[config.mk]
export PLATFORM = sky130hd
export DESIGN_NAME = tmr16_timer
export DESIGN_NICKNAME = d
export VERILOG_FILES = /design/src/rtl/tmr16_pkg.sv /design/src/rtl/tmr16_clksrc.sv /design/src/rtl/tmr16_presc.sv /design/src/rtl/tmr16_timer.sv
export SDC_FILE = /design/constraint.sdc
export NUM_CORES = 1
export LEC_CHECK = 0
export ABC_AREA = 1
export BUFFER_PORTS_ARGS = -buffer_cell sky130_fd_sc_hd__buf_2
export CAP_MARGIN = 20
export CORE_ASPECT_RATIO = 1.4
export CORE_MARGIN = 5
export CORE_UTILIZATION = 55
export CTS_CLUSTER_DIAMETER = 120
export DETAILED_ROUTE_END_ITERATION = 12
export PLACE_DENSITY = 0.78
export SLEW_MARGIN = 20
export SYNTH_ARGS = -nofsm -noshare
export SYNTH_HDL_FRONTEND = slang
export SYNTH_SLANG_ARGS = --single-unit
[constraint.sdc]
create_clock -name clk -period 4.3 [get_ports clk]
set_input_delay 0.86 -clock clk [delete_from_list [all_inputs] [get_ports clk]]
set_output_delay 0.86 -clock clk [all_outputs]
set_load 0.01 [all_outputs]
[src/rtl/tmr16_pkg.sv]
// Shared types for the 16-bit timer: register selects and control byte layout.
package tmr16_pkg;
    localparam int BYTE_W = 8;

    typedef enum logic [1:0] {
        REG_CTRL = 2'd0,
        REG_LOW  = 2'd1,
        REG_HIGH = 2'd2,
        REG_NONE = 2'd3
    } reg_sel_e;

    // Control byte, bit 0 at the bottom.
    typedef struct packed {
        logic       spare;      // bit 7, always 0
        logic       buf16;      // bit 6, buffered 16-bit access
        logic [1:0] ps_sel;     // bits 5:4, prescale select
        logic       osc_keep;   // bit 3, stored only
        logic       async_cnt;  // bit 2, count pin without synchroniser
        logic       ext_src;    // bit 1, pin is the source
        logic       run;        // bit 0, timer enable
    } ctrl_t;
endpackage

[src/rtl/tmr16_clksrc.sv]
// Source event selection for the timer.
// Picks the internal tick or a rising edge of the external pin. The pin edge is
// taken either straight from the pin (one history flop) or after a chain of
// SYNC_STAGES synchronising flops. Assumes the pin is slower than half the clock.
module tmr16_clksrc #(
    parameter int SYNC_STAGES = 2
) (
    input  logic clk,
    input  logic rst_n,
    input  logic ext_clk,
    input  logic cyc_tick,
    input  logic ext_src,
    input  logic async_cnt,
    output logic src_pulse
);
    logic [SYNC_STAGES-1:0] sync_sh;
    logic                   sync_prev;
    logic                   raw_prev;
    logic                   sync_edge;
    logic                   raw_edge;

    // Synchroniser chain plus edge-history flops for both pin paths.
    always_ff @(posedge clk) begin
        if (!rst_n) begin
            sync_sh   <= '0;
            sync_prev <= 1'b0;
            raw_prev  <= 1'b0;
        end else begin
            sync_sh   <= {sync_sh[SYNC_STAGES-2:0], ext_clk};
            sync_prev <= sync_sh[SYNC_STAGES-1];
            raw_prev  <= ext_clk;
        end
    end

    // Edge detection and source choice.
    always_comb begin
        sync_edge = sync_sh[SYNC_STAGES-1] & ~sync_prev;
        raw_edge  = ext_clk & ~raw_prev;
        if (!ext_src)
            src_pulse = cyc_tick;
        else if (async_cnt)
            src_pulse = raw_edge;
        else
            src_pulse = sync_edge;
    end

    AST_DIRECT_EDGE: assert property (@(posedge clk) disable iff (!rst_n) (ext_src && async_cnt && ext_clk && !$past(ext_clk)) |-> src_pulse) else $error("direct pin edge lost");
endmodule

[src/rtl/tmr16_presc.sv]
// Power-of-two prescaler.
// Counts source events while the timer runs and issues an increment when the
// low ps_sel bits of its counter are all ones. Clearing restarts the division.
module tmr16_presc #(
    parameter int PS_W = 2
) (
    input  logic            clk,
    input  logic            rst_n,
    input  logic            src_pulse,
    input  logic            run,
    input  logic [PS_W-1:0] ps_sel,
    input  logic            clr,
    output logic            inc
);
    localparam int CW = (1 << PS_W) - 1;

    logic [CW-1:0] ps_cnt;
    logic [CW-1:0] ps_mask;

    // Mask of the counter bits that must be set to finish one division.
    always_comb begin
        ps_mask = CW'((1 << ps_sel) - 1);
        inc     = run & src_pulse & ((ps_cnt & ps_mask) == ps_mask);
    end

    // Event counter, cleared by byte writes to the count.
    always_ff @(posedge clk) begin
        if (!rst_n)
            ps_cnt <= '0;
        else if (clr)
            ps_cnt <= '0;
        else if (run && src_pulse)
            ps_cnt <= ps_cnt + 1'b1;
    end

    AST_PS_CLEAR: assert property (@(posedge clk) disable iff (!rst_n) clr |=> (ps_cnt == '0)) else $error("prescaler not cleared");
endmodule

[src/rtl/tmr16_timer.sv]
// Sixteen-bit timer top.
// Holds the control byte, the count, the read and write high-byte buffers and
// the overflow pulse. The bus read is combinational; bus_rd only matters for
// the buffered-read capture. A count write wins over an increment in the same cycle.
module tmr16_timer
    import tmr16_pkg::*;
#(
    parameter int SYNC_STAGES = 2,
    parameter int PS_W        = 2
) (
    input  logic              clk,
    input  logic              rst_n,
    input  logic [1:0]        bus_addr,
    input  logic              bus_wr,
    input  logic              bus_rd,
    input  logic [BYTE_W-1:0] bus_wdata,
    output logic [BYTE_W-1:0] bus_rdata,
    input  logic              cyc_tick,
    input  logic              ext_clk,
    output logic              ovf_flag,
    output logic [2*BYTE_W-1:0] count_val
);
    localparam int CNT_W = 2 * BYTE_W;

    ctrl_t              ctrl_q;
    logic [CNT_W-1:0]   cnt_q;
    logic [BYTE_W-1:0]  rd_hbuf;
    logic [BYTE_W-1:0]  wr_hbuf;
    logic               ovf_q;
    logic               src_pulse;
    logic               inc;
    reg_sel_e           sel;
    logic               ctrl_wr;
    logic               lo_wr;
    logic               hi_wr;
    logic               cnt_wr;
    logic               lo_rd;

    // Decode of the bus strobes.
    always_comb begin
        sel     = reg_sel_e'(bus_addr);
        ctrl_wr = bus_wr && (sel == REG_CTRL);
        lo_wr   = bus_wr && (sel == REG_LOW);
        hi_wr   = bus_wr && (sel == REG_HIGH);
        lo_rd   = bus_rd && (sel == REG_LOW);
        cnt_wr  = lo_wr || (hi_wr && !ctrl_q.buf16);
    end

    tmr16_clksrc #(.SYNC_STAGES(SYNC_STAGES)) i_clksrc (
        .clk       (clk),
        .rst_n     (rst_n),
        .ext_clk   (ext_clk),
        .cyc_tick  (cyc_tick),
        .ext_src   (ctrl_q.ext_src),
        .async_cnt (ctrl_q.async_cnt),
        .src_pulse (src_pulse)
    );

    tmr16_presc #(.PS_W(PS_W)) i_presc (
        .clk       (clk),
        .rst_n     (rst_n),
        .src_pulse (src_pulse),
        .run       (ctrl_q.run),
        .ps_sel    (ctrl_q.ps_sel),
        .clr       (lo_wr || hi_wr),
        .inc       (inc)
    );

    // Control byte; the spare bit is forced to zero.
    always_ff @(posedge clk) begin
        if (!rst_n)
            ctrl_q <= '0;
        else if (ctrl_wr)
            ctrl_q <= ctrl_t'({1'b0, bus_wdata[BYTE_W-2:0]});
    end

    // Count register: writes first, then increments.
    always_ff @(posedge clk) begin
        if (!rst_n)
            cnt_q <= '0;
        else if (lo_wr)
            cnt_q <= ctrl_q.buf16 ? {wr_hbuf, bus_wdata} : {cnt_q[CNT_W-1:BYTE_W], bus_wdata};
        else if (hi_wr && !ctrl_q.buf16)
            cnt_q <= {bus_wdata, cnt_q[BYTE_W-1:0]};
        else if (inc)
            cnt_q <= cnt_q + 1'b1;
    end

    // High-byte buffers for buffered 16-bit access.
    always_ff @(posedge clk) begin
        if (!rst_n) begin
            rd_hbuf <= '0;
            wr_hbuf <= '0;
        end else begin
            if (lo_rd && ctrl_q.buf16)
                rd_hbuf <= cnt_q[CNT_W-1:BYTE_W];
            if (hi_wr && ctrl_q.buf16)
                wr_hbuf <= bus_wdata;
        end
    end

    // One-cycle overflow pulse on a step from all ones.
    always_ff @(posedge clk) begin
        if (!rst_n)
            ovf_q <= 1'b0;
        else
            ovf_q <= inc && !cnt_wr && (&cnt_q);
    end

    // Read data multiplexer.
    always_comb begin
        unique case (sel)
            REG_CTRL: bus_rdata = ctrl_q;
            REG_LOW:  bus_rdata = cnt_q[BYTE_W-1:0];
            REG_HIGH: bus_rdata = ctrl_q.buf16 ? rd_hbuf : cnt_q[CNT_W-1:BYTE_W];
            default:  bus_rdata = '0;
        endcase
    end

    assign ovf_flag  = ovf_q;
    assign count_val = cnt_q;

    AST_OVF_SINGLE: assert property (@(posedge clk) disable iff (!rst_n) ovf_flag |=> !ovf_flag) else $error("overflow longer than one cycle");
    AST_OVF_ZERO: assert property (@(posedge clk) disable iff (!rst_n) ovf_flag |-> (count_val == '0)) else $error("overflow without zero count");
    AST_HOLD_OFF: assert property (@(posedge clk) disable iff (!rst_n) (!ctrl_q.run && !cnt_wr) |=> (cnt_q == $past(cnt_q))) else $error("count moved while stopped");
    AST_RD_LATCH: assert property (@(posedge clk) disable iff (!rst_n) (lo_rd && ctrl_q.buf16) |=> (rd_hbuf == $past(cnt_q[CNT_W-1:BYTE_W]))) else $error("high byte not captured");
endmodule

After elaboration in Yosys (flattened, before gate mapping)
Index checks and enable logic that the tools add are counted.

Add/sub/neg operators: 3. Equality and inequality tests: 5. Shift-type cells: 1. Muxes and demuxes: 8. Bitwise operators: 8. Reduce and logical (&&, ||, !) cells: 21.

Operators by type and width (number): $mux 16 (4); $pmux 8 s3 (1); $add 16x1->16 const B (1); $reduce_and 16->1 (1); $logic_and 1x1->1 (10); $mux 8 (1); $and 1x1->1 (4); $ne 2x2->1 const B (2); $reduce_and 2->1 (2); $add 3x1->3 const B (1); $and 3x3->3 (1); $eq 3x3->1 (1); $not 1->1 (3); $reduce_bool 3->1 (1); $shl 1x2->3 const A (1); $sub 3x2->3 const B (1); $eq 2x1->1 const B (1); $eq 2x2->1 const B (1); $logic_not 1->1 (2); $logic_not 2->1 (1); $logic_or 1x1->1 (2); $mux 1 (2); $reduce_bool 2->1 (1); $reduce_or 2->1 (1).

Flip-flop bits (word level): 47. Output and inout port bits: 25. Logic and storage cells: 61.

Depth between registers and ports, before layout
Gate-level depths: netlist of run 1.

Word-level depth: 9. Gate-level depth with buffers: 12.

Modules after synthesis
Synthesis of run 1 repeated with hierarchy kept, for this count alone.

Cell total of the unflattened synthesis: 389. Area, all modules: 2585.0 sq um.

By module, submodules not included: tmr16_timer (instances 1, cells an instance 340, area an instance 2280.9 sq um, seq. area each 800.8 sq um); tmr16_presc (instances 1, cells an instance 30, area an instance 181.4 sq um, seq. area each 60.1 sq um); tmr16_clksrc (instances 1, cells an instance 19, area an instance 122.6 sq um, seq. area each 60.1 sq um).

Worst setup path before layout of run 1
OpenSTA, ideal clock, no wires.

Kind: input -> output. From: input port bus_addr[1]. To: output port bus_rdata[5]. Arrival: 1.458 ns. Required time: 3.440 ns. Slack: 1.982 ns. Stages on the path: 3. Path buffers: 0. Cells stage by stage: nor2_1 > inv_1 > o221ai_1.

Word-level cells in the longest chain between the ends: 2.

Ends and longest elaborated chain: from (decl) (RTL line tmr16_timer.sv:13) `input logic [1:0] bus_addr,`; $eq 2x2->1 (tied with other cells) (RTL line tmr16_timer.sv:112) `unique case (sel)`; $pmux 8 s3 * (RTL line tmr16_timer.sv:112); to (decl) (RTL line tmr16_timer.sv:17) `output logic [BYTE_W-1:0] bus_rdata,`.

Mark *: on every way between the ends. The rest lies on a longest branch, timed or not.

Worst setup path after layout of run 1
From: register ctrl_q[6] (netlist name). To: output port bus_rdata[0].

Word-level cells in the longest chain between the ends: 2.

Ends and longest elaborated chain: from (decl) (RTL line tmr16_timer.sv:25) `ctrl_t ctrl_q;`; from (signal assigned) (RTL line tmr16_timer.sv:74) `ctrl_q <= ctrl_t'({1'b0, bus_wdata[BYTE_W-2:0]});`; $mux 8 (RTL line tmr16_timer.sv:115) `REG_HIGH: bus_rdata = ctrl_q.buf16 ? rd_hbuf : cnt_q[CNT_W-1:BYTE_W];`; $pmux 8 s3 (RTL line tmr16_timer.sv:112).

No other way between the ends.

==> parameters.txt, run 1 <==
Parameter                              Value

STA
  Fin worst setup slack    1670 ps
  Final max-slew violation count    0
  Setup tns final    0 ps
  Final count of negative-setup-slack endpoints    0
  Measured slew at the worst slew-check pin    695 ps
  Largest clock skew in the final design    10.2 ps
  Count of final hold-check violations    0
  Minimum period implied by the final worst setup slack    2630 ps
  Final period util    61.1%
  Fmax achieved    380 MHz
  Worst rel slew slack    53.5%
  Unrepaired setup endpoints after global routing    false

Synthesis
  Number of storage elements in the synthesis netlist    46
  Main combinational cell family by area after synthesis    simple AND/OR/NAND/NOR gates
  Count of mapped cells out of synthesis    396
  Area share of the largest cell type after synthesis    35.5%
  Area share of xor/xnor cells in the synthesized design    0.676%
  Multiplexer area fraction after synthesis    0%
  Fraction of the mapped netlist area in simple logic gates    29.8%
  Total nets after synthesis    414
  Post-Syn Area    2590 um2
  Syn avg cell area    6.55 um2
  Largest cells by area after synthesis    sky130_fd_sc_hd__dfxtp_1 36%, sky130_fd_sc_hd__o21ai_0 11%, sky130_fd_sc_hd__nand2_1 11%, sky130_fd_sc_hd__inv_1 7.5%, sky130_fd_sc_hd__nor2_1 7.5%
  Share of synthesized flip-flops with an asynchronous set or reset    0%
  Part of the Yosys area used for sequential elements    35.5%
  Netlist cell types    34
  Prevailing post-synth register cell    sky130_fd_sc_hd__dfxtp_1
  Cell type with the largest total area after synthesis    sky130_fd_sc_hd__dfxtp_1
  Ys Warns    0
  Complex-gate fraction of the synthesized area    22.2%
  Number of enable-type register cells in the synthesized netlist    0
  Synthesized-area fraction occupied by adder cells    0.965%

Floorplanning
  # IOs    41
  Die boundary width    68.0 um
  Core area    4570 um2
  Effective utilization at floorplan    56.7%
  Number of standard-cell rows in the floorplan    29
  Y dimension of the die    91.2 um
  Total Die Area    6210 um2

Clocking
  Resize count post-CTS    0
  Post-CTS Setup Repair Bufs    0
  Clock Tree Buf Depth    2
  Insertion delay of the later-clocked pin in the worst-skew pair    310 ps
  CTS Buf Count    5
  CTS root buffer    sky130_fd_sc_hd__clkbuf_8
  Clock slew at reported path FFs    90 ps
  # H-tree levels    2
  Clock Sinks    46
  Clock tree from TritonCTS    built
  Hold buffer count at CTS    0

Job
  Number of maximum-capacitance violations    0

Hold path
  Worst hold-check path type    reg -> reg
  Hold Path Cell Cnt    2

GRT
  Wire length of the first global-routing pass    11.8 mm
  GRT met2 Usage    39.6%
  Initial antenna violation count    0
  Global Route met3 Usage    3.70%
  Met1 track utilization from global routing    31.3%
  All-Layer GR Usage    24.6%
  Via count of the first global-routing pass    2504
  Overflow after GRT    0
  Largest net degree at the start of global routing    40
  Global route hottest layer    met2

Layout
  Highest-count cells in the layout ignoring fill and taps    74 x sky130_fd_sc_hd__nand2_1, 56 x sky130_fd_sc_hd__o21ai_0, 52 x sky130_fd_sc_hd__inv_1, 52 x sky130_fd_sc_hd__nor2_1, 46 x sky130_fd_sc_hd__dfxtp_1
  Area of combinational cells with multiple inputs    1390 um2
  Layout cells sized above 1    14.6%
  Filler Cells Inserted    462
  Sequential standard cell area    921 um2
  Ant. Diodes    0
  Post-route cell area    2910 um2
  Net count, final    448
  Most frequent standard cell in the layout excluding fill and tap cells    sky130_fd_sc_hd__nand2_1
  Area growth from synthesis to layout    12.3%

Placement
  PortBufs    40
  Post-Place Setup Slack    1690 ps
  Placer Congestion    0.918
  Final HPWL DP    5.46 mm
  Instance area at placement    2800 um2

Drt
  Post-route ant nets    0
  Routed via count    2733
  Residual DRC count    0
  Iteration-0 DRC Markers    179
  Router iterations before antenna repair    5
  Average via count per standard cell    5.54
  Per-cell routed wire length    14.6 um
  Routed wire length    7.19 mm

Setup path
  Arr. time, crit path    1770 ps
  Type of element capturing the critical path    output pin
  Worst reg2reg path depth    8
  Max Fanout on Critical Path    16
  Required time of the worst setup path    3440 ps
  Critical Setup Path Class    reg -> out
  Critical Path Source Type    flip-flop

Power and ir drop
  Leakage dissipation    0.00129 uW
  Power per unit of standard cell area    321 nW/um2
  Final Power    934 uW
  Largest voltage drop on the vdd net    0.246 mV

Run status
  Result of the run    finished clean
[stage by stage]
stage          std cells  utilization, %  hold WS, ps
6_report             493            63.7          439
5_1_grt              493            63.7          457
4_1_cts              493            63.7          440
3_5_place_dp         485            61.2          426
3_3_place_gp         485            61.2          419
2_1_floorplan        396               -          407
[cell type report]
| class | instances | share of cell area, % |
|---|---|---|
| multi-input combinational | 282 | 47.7 |
| sequential | 46 | 31.6 |
| inverter | 55 | 7.18 |
| timing repair buffer | 40 | 6.88 |
| tap | 62 | 2.66 |
| clock buffer | 5 | 2.36 |
| clock inverter | 3 | 1.55 |
[registers in the layout (all words and copies together), names as in the netlist]
register and count:
count_val 16, i_clksrc.sync_prev 1, rd_hbuf 8, i_presc.ps_cnt 3, i_clksrc.sync_sh 2, wr_hbuf 8
ovf_flag 1, ctrl_q 7
[cells by family (layout without fill, tap and decap cells)]
group           after synthesis  in the layout
compound gates              106            106
xor+xnor                      2              2
fa+ha+maj                     2              2
flops                        46             46
simple gates                172            172
buf+inv                      68            103
[path summary, 6_finish.rpt]
path | start | to | slack, ps
worst max-delay path | ctrl_q[6] | bus_rdata[0] | 1670
worst min-delay path | i_clksrc.sync_sh[0] | i_clksrc.sync_sh[1] | 440
worst max register to register | ctrl_q[6] | count_val[5] | 2450
worst min register to register | i_clksrc.sync_sh[0] | i_clksrc.sync_sh[1] | 440
[synthesized netlist by cell type, types with 4 or more instances]
cell type	number
sky130_fd_sc_hd__o21ai_0	56
sky130_fd_sc_hd__inv_1	52
sky130_fd_sc_hd__buf_2	4
sky130_fd_sc_hd__nand2_4	5
sky130_fd_sc_hd__nand4_1	4
sky130_fd_sc_hd__o211ai_1	4
sky130_fd_sc_hd__nand3_1	26
sky130_fd_sc_hd__nand2_1	74
sky130_fd_sc_hd__o22ai_1	5
sky130_fd_sc_hd__nor2_1	52
sky130_fd_sc_hd__dfxtp_1	46
sky130_fd_sc_hd__clkbuf_1	6
sky130_fd_sc_hd__a21oi_1	33
[per-layer routing]
metal,vias up,routed length [um]
met2,115,3530
met3,21,492
met4,0,225
li1,1358,-
met1,1239,2940
met5,-,0
[worst max-delay path: stages (launching register included)]
cell,delay (ps)
sky130_fd_sc_hd__dfxtp_1,520
sky130_fd_sc_hd__inv_1,300
sky130_fd_sc_hd__o21ai_0,320
sky130_fd_sc_hd__o221ai_1,160
sky130_fd_sc_hd__buf_2,160
[power breakdown]
part / switching [uW] / total [uW] / internal, uW
Combinational: 92.5 / 141 / 48.5
Sequential: 22.5 / 464 / 442
Clock: 156 / 329 / 173
(Power assumes the default switching activity.)
==> run 2: changes to the inputs <==
--- a/config.mk
+++ b/config.mk
@@ -10,10 +10,10 @@
 export CAP_MARGIN = 20
 export CORE_ASPECT_RATIO = 1.4
 export CORE_MARGIN = 5
-export CORE_UTILIZATION = 55
+export CORE_UTILIZATION = 51
 export CTS_CLUSTER_DIAMETER = 120
 export DETAILED_ROUTE_END_ITERATION = 12
-export PLACE_DENSITY = 0.78
+export PLACE_DENSITY = 0.76
 export SLEW_MARGIN = 20
 export SYNTH_ARGS = -nofsm -noshare
 export SYNTH_HDL_FRONTEND = slang
==> constraint.sdc (replaced) <==
create_clock -name clk -period 2.4 [get_ports clk]
set_input_delay 0.48 -clock clk [delete_from_list [all_inputs] [get_ports clk]]
set_output_delay 0.48 -clock clk [all_outputs]
set_load 0.01 [all_outputs]
==> parameters.txt, run 2 (synthesis results as in run 1) <==
Parameter                              Value

Setup path
  Crit path from    ctrl_q[6]
  Cell type of the slowest stage on the worst timing path    sky130_fd_sc_hd__dfxtp_1
  Type of element capturing the critical path    output pin
  Max Fanout on Critical Path    16 (unchanged)
  Critical path destination    bus_rdata[0]
  Worst reg2reg path depth    10 (+2)
  Crit-path cells    inv_1 -> a21oi_1 -> o21ai_0 -> o221ai_1 -> buf_2
  Crit-path leading delay family    buffers and inverters
  Path length in cells of the critical path    5 (+1)
  Critical Path Max Stage Delay    330 ps (-190 ps)
  Number of buffers and inverters on the critical path    2 (unchanged)
  Capture instance of the worst register-to-register path    count_val[12]
  Critical Setup Path Class    reg -> out
  Setup slack, reg-to-reg    610 ps (-1840 ps)
  Worst r2r src    count_val[1]
  Critical Path Source Type    flip-flop
  Required time of the worst setup path    1920 ps (-1520 ps)
  Arr. time, crit path    1560 ps (-210 ps)

Power and ir drop
  Leakage dissipation    0.00133 uW (+2.4%)
  Switching power of the nets    493 uW (+82%)
  Share of total power in sequential cells    49.0% (-0.7 points)
  Combinational group share of total power    15.7% (+0.6 points)
  Power per unit of standard cell area    570 nW/um2 (+78%)
  Clock group share of total power    35.3% (about the same)
  Int Pwr    1190 uW (+80%)
  Largest voltage drop on the vdd net    0.330 mV (+34%)
  Switching Share    29.2% (+0.21 points)

Clocking
  Clock Sinks    46 (unchanged)
  CTS root buffer    sky130_fd_sc_hd__clkbuf_8
  # H-tree levels    2 (unchanged)
  Insertion delay of the later-clocked pin in the worst-skew pair    310 ps (about the same)
  CTS Buf Count    5 (unchanged)
  Post-CTS Setup Repair Bufs    0 (unchanged)
  Clock Tree Buf Depth    2 (unchanged)
  Hold buffer count at CTS    0 (unchanged)
  Resize count post-CTS    0 (unchanged)
  Clock tree from TritonCTS    built
  Clock slew at reported path FFs    90 ps (about the same)

Floorplanning
  Core area    4880 um2 (+6.7%)
  Total Die Area    6630 um2 (+6.8%)
  Y dimension of the die    94.4 um (+3.4%)
  Number of standard-cell rows in the floorplan    30 (+3.4%)
  # IOs    41 (unchanged)
  Die boundary width    70.3 um (+3.3%)
  Effective utilization at floorplan    53.1% (-3.6 points)

Drt
  Router iterations before antenna repair    4 (-1)
  Per-cell routed wire length    14.8 um (+1.3%)
  Post-route ant nets    0 (unchanged)
  Residual DRC count    0 (unchanged)
  Average via count per standard cell    5.37 (-3.1%)
  Iteration-0 DRC Markers    264 (+47%)
  Routed wire length    7.40 mm (+2.9%)
  Routed via count    2692 (-1.5%)

Layout
  Highest-count cells in the layout ignoring fill and taps    74 x sky130_fd_sc_hd__nand2_1, 56 x sky130_fd_sc_hd__o21ai_0, 52 x sky130_fd_sc_hd__inv_1, 52 x sky130_fd_sc_hd__nor2_1, 46 x sky130_fd_sc_hd__dfxtp_1
  Number of flip-flops under the largest register name    16 (unchanged)
  Area growth from synthesis to layout    14.1%
  Ant. Diodes    0 (unchanged)
  Net count, final    454 (+1.3%)
  Area of combinational cells with multiple inputs    1390 um2 (unchanged)
  Filler Cells Inserted    511 (+11%)
  Sequential standard cell area    921 um2 (unchanged)
  Layout cells sized above 1    15.8% (+1.2 points)
  Most frequent standard cell in the layout excluding fill and tap cells    sky130_fd_sc_hd__nand2_1

STA
  Final count of negative-setup-slack endpoints    0 (unchanged)
  Final period util    85.2%
  Largest clock skew in the final design    7.99 ps (-2.22 ps)
  Worst rel slew slack    67.3% (+14 points)
  Unrepaired setup endpoints after global routing    false
  Final max-slew violation count    0 (unchanged)
  Minimum period implied by the final worst setup slack    2040 ps
  Count of final hold-check violations    0 (unchanged)
  Fmax achieved    489 MHz
  Setup tns final    0 ps (unchanged)
  Measured slew at the worst slew-check pin    489 ps (-207 ps)
  Fin worst setup slack    356 ps (-1310 ps)

GRT
  Initial antenna violation count    0 (unchanged)
  Met1 track utilization from global routing    28.2% (-3.1 points)
  Wire length of the first global-routing pass    12.0 mm (+2.1%)
  Largest net degree at the start of global routing    22 (-45%)
  GRT met2 Usage    39.5% (-0.050 points)
  Via count of the first global-routing pass    2506 (+0.080%)
  Global route hottest layer    met2
  All-Layer GR Usage    22.7% (-1.9 points)
  Global Route met3 Usage    3.19% (-0.51 points)
  Overflow after GRT    0 (unchanged)

Placement
  PortBufs    40 (unchanged)
  Post-Place Setup Slack    444 ps (-1250 ps)
  Final HPWL DP    5.67 mm (+3.9%)
  Placer Congestion    0.921 (+0.33%)

Job
  Number of maximum-capacitance violations    0 (unchanged)

Run status
  Result of the run    finished clean

Hold path
  Worst hold-check path type    in -> reg
  Hold path startpoint    ext_clk
==> run 2: area by class of cell <==
| class | count | area share, % |
|---|---|---|
| Clock buffer | 5 | 2.33 |
| Tap cell | 64 | 2.71 |
| Timing Repair Buffer | 46 | 8.29 |
| Clock inverter | 3 | 1.52 |
| Multi-Input combinational cell | 282 | 47.0 |
| Sequential cell | 46 | 31.1 |
| Inverter | 55 | 7.06 |
==> run 2: power groups by stage <==
stage | Sequential, uW | Clock [uW] | Combinational (uW)
final | 827 | 595 | 266
after global routing | 831 | 636 | 295
after CTS | 826 | 596 | 264
after detailed placement | 844 | 0 | 263
after global placement | 843 | 0 | 261
after floorplan | 842 | 0 | 167
==> run 2: worst register-to-register path, delay by kind of cell (launching register included) <==
kind | cells | cell delay [ps]
AND/OR/NAND/NOR | 8 | 850
AO/OA/AOI/OAI | 1 | 100
flip-flops | 1 | 450
adder cells (fa/ha/maj) | 1 | 280
==> run 2: worst min-delay path by stage <==
stage / to / slack [ps] / depth (start not counted)
floorplan: i_clksrc.sync_sh[1] / 410 / 2
global placement: i_clksrc.sync_sh[1] / 410 / 2
detailed placement: i_clksrc.sync_prev / 420 / 2
CTS: i_clksrc.sync_sh[0] / 360 / 3
global route: i_clksrc.sync_sh[0] / 370 / 3
finish: i_clksrc.sync_sh[0] / 350 / 3
==> run 2: stage by stage <==
stage | util (%) | hold WS, ps | power, uW | std cells | instance area [um2]
after floorplan | - | 407 | 1010 | 396 | 2590
after global placement | 58.3 | 411 | 1100 | 493 | 2850
after detailed placement | 58.3 | 424 | 1110 | 493 | 2850
after CTS | 60.6 | 359 | 1690 | 501 | 2960
after global routing | 60.6 | 366 | 1760 | 501 | 2960
final | 60.6 | 353 | 1690 | 501 | 2960
==> run 2: metal layers <==
layer	up-vias	wire (um)
li1	1375	-
met1	1217	3110
met2	88	3730
met3	12	383
met4	0	176
met5	-	0
==> run 3: changes to the inputs <==
--- a/config.mk
+++ b/config.mk
@@ -6,14 +6,16 @@
 export NUM_CORES = 1
 export LEC_CHECK = 0
 export ABC_AREA = 1
-export BUFFER_PORTS_ARGS = -buffer_cell sky130_fd_sc_hd__buf_2
 export CAP_MARGIN = 20
+export CELL_PAD_IN_SITES_DETAIL_PLACEMENT = 0
+export CELL_PAD_IN_SITES_GLOBAL_PLACEMENT = 1
 export CORE_ASPECT_RATIO = 1.4
 export CORE_MARGIN = 5
-export CORE_UTILIZATION = 51
+export CORE_UTILIZATION = 40
 export CTS_CLUSTER_DIAMETER = 120
 export DETAILED_ROUTE_END_ITERATION = 12
-export PLACE_DENSITY = 0.76
+export DONT_BUFFER_PORTS = 1
+export PLACE_DENSITY_LB_ADDON = 0.1
 export SLEW_MARGIN = 20
 export SYNTH_ARGS = -nofsm -noshare
 export SYNTH_HDL_FRONTEND = slang
==> parameters.txt, run 3 (synthesis results as in run 1) <==
Parameter                              Value

Power and ir drop
  Largest voltage drop on the vdd net    0.305 mV (-7.5%)
  Power per unit of standard cell area    559 nW/um2 (-2.0%)
  Leakage dissipation    0.00114 uW (-14%)

GRT
  Initial antenna violation count    0 (unchanged)
  Largest net degree at the start of global routing    40 (+82%)
  Via count of the first global-routing pass    2456 (-2.0%)
  Wire length of the first global-routing pass    13.0 mm (+8.1%)
  Overflow after GRT    0 (unchanged)
  All-Layer GR Usage    19.8% (-2.9 points)

STA
  Final count of negative-setup-slack endpoints    0 (unchanged)
  Setup tns final    0 ps (unchanged)
  Unrepaired setup endpoints after global routing    false
  Measured slew at the worst slew-check pin    518 ps (+29.7 ps)
  Count of final hold-check violations    0 (unchanged)
  Largest clock skew in the final design    6.59 ps (-1.41 ps)
  Final max-slew violation count    0 (unchanged)
  Minimum period implied by the final worst setup slack    2020 ps (-21.2 ps)
  Fmax achieved    494 MHz (+1.0%)
  Final period util    84.3% (-0.88 points)
  Worst rel slew slack    65.4% (-1.9 points)

Floorplanning
  Effective utilization at floorplan    41.5% (-12 points)
  Total Die Area    8210 um2 (+24%)
  Number of standard-cell rows in the floorplan    34 (+13%)
  Die boundary width    78.0 um (+11%)
  Y dimension of the die    105 um (+12%)
  Core area    6250 um2 (+28%)
  # IOs    41 (unchanged)

Setup path
  Arr. time, crit path    1540 ps (-20 ps)
  Critical Path Max Stage Delay    390 ps (+60 ps)
  Critical Path Source Type    flip-flop
  Crit-path cells    inv_1 -> a21oi_1 -> o21ai_0 -> o221ai_1
  Crit-path leading delay family    compound AO/OA/AOI/OAI gates
  Type of element capturing the critical path    output pin
  Cell type of the slowest stage on the worst timing path    sky130_fd_sc_hd__inv_1
  Critical Setup Path Class    reg -> out
  Number of buffers and inverters on the critical path    1 (-1)
  Max Fanout on Critical Path    16 (unchanged)
  Required time of the worst setup path    1920 ps (about the same)

Clocking
  Hold buffer count at CTS    0 (unchanged)
  Clock tree from TritonCTS    built
  Clock Sinks    46 (unchanged)
  Insertion delay of the later-clocked pin in the worst-skew pair    310 ps (about the same)
  CTS Buf Count    5 (unchanged)
  Post-CTS Setup Repair Bufs    0 (unchanged)
  Resize count post-CTS    0 (unchanged)
  CTS root buffer    sky130_fd_sc_hd__clkbuf_8
  Clock Tree Buf Depth    2 (unchanged)
  # H-tree levels    2 (unchanged)
  Clock slew at reported path FFs    90 ps (about the same)

Drt
  Router iterations before antenna repair    4 (unchanged)
  Post-route ant nets    0 (unchanged)
  Iteration-0 DRC Markers    150 (-43%)
  Routed wire length    8.11 mm (+9.7%)
  Routed via count    2528 (-6.1%)
  Per-cell routed wire length    17.2 um (+17%)
  Average via count per standard cell    5.37 (-0.11%)
  Residual DRC count    0 (unchanged)

Placement
  Placer Congestion    0.871 (-5.4%)
  Final HPWL DP    6.24 mm (+9.9%)
  Number of cells after detailed placement    463 (-6.1%)
  PortBufs    0 (-100%)

Layout
  Post-layout instance count excluding filler cells    471 (-6.0%)
  Most frequent standard cell in the layout excluding fill and tap cells    sky130_fd_sc_hd__nand2_1
  Highest-count cells in the layout ignoring fill and taps    74 x sky130_fd_sc_hd__nand2_1, 56 x sky130_fd_sc_hd__o21ai_0, 52 x sky130_fd_sc_hd__inv_1, 52 x sky130_fd_sc_hd__nor2_1, 46 x sky130_fd_sc_hd__dfxtp_1
  Filler Cells Inserted    705 (+38%)
  Ant. Diodes    0 (unchanged)
  Area growth from synthesis to layout    6.47%
  Number of flip-flops under the largest register name    16 (unchanged)
  Layout cells sized above 1    7.77% (-8.0 points)
  Net count, final    416 (-8.4%)

Run status
  Result of the run    finished clean

Job
  Number of maximum-capacitance violations    0 (unchanged)

Hold path
  Worst hold-check path type    in -> reg
[run 3: report_power, final]
part	switching, uW	internal [uW]
clock network	287	205
logic	146	70.2
registers	42.1	792
[run 3: final timing paths]
path / cells past startpoint / startpoint / endpoint / slack, ps
hold / removal: 2 / ext_clk / i_clksrc.sync_sh[0] / 260
hold reg to reg: 2 / i_clksrc.sync_sh[0] / i_clksrc.sync_sh[1] / 430
setup reg to reg: 8 / count_val[0] / count_val[10] / 590
setup / recovery: 4 / ctrl_q[6] / bus_rdata[0] / 380
[run 3: layer usage]
layer  vias to the layer above  wire [um]  track usage [%]
met5                         -          0                0
met2                        56       4080             33.5
met3                        13        427             4.69
met1                      1161       3400             23.8
met4                         0        206             7.85
li1                       1298          -                -
[run 3: cell type report]
class | count | area (um2) | share of cell area [%]
flip-flops and latches | 46 | 921 | 33.4
clock inverters | 3 | 21.3 | 0.771
well taps | 72 | 90.1 | 3.26
repair buffers | 8 | 60.1 | 2.18
inverters | 55 | 209 | 7.57
multi-input cells | 282 | 1390 | 50.4
clock buffers | 5 | 68.8 | 2.49
[run 3: per-stage QoR]
stage / hold WS, ps / total power [uW] / instance area, um2 / utilization (%) / worst slack [ps]
2_1_floorplan: 407 / 1010 / 2590 / - / 721
4_1_cts: 257 / 1560 / 2760 / 44.1 / 358
5_1_grt: 261 / 1610 / 2760 / 44.1 / 286
3_5_place_dp: 420 / 1070 / 2670 / 42.7 / 460
3_3_place_gp: 422 / 1070 / 2670 / 42.7 / 443
6_report: 260 / 1540 / 2760 / 44.1 / 378
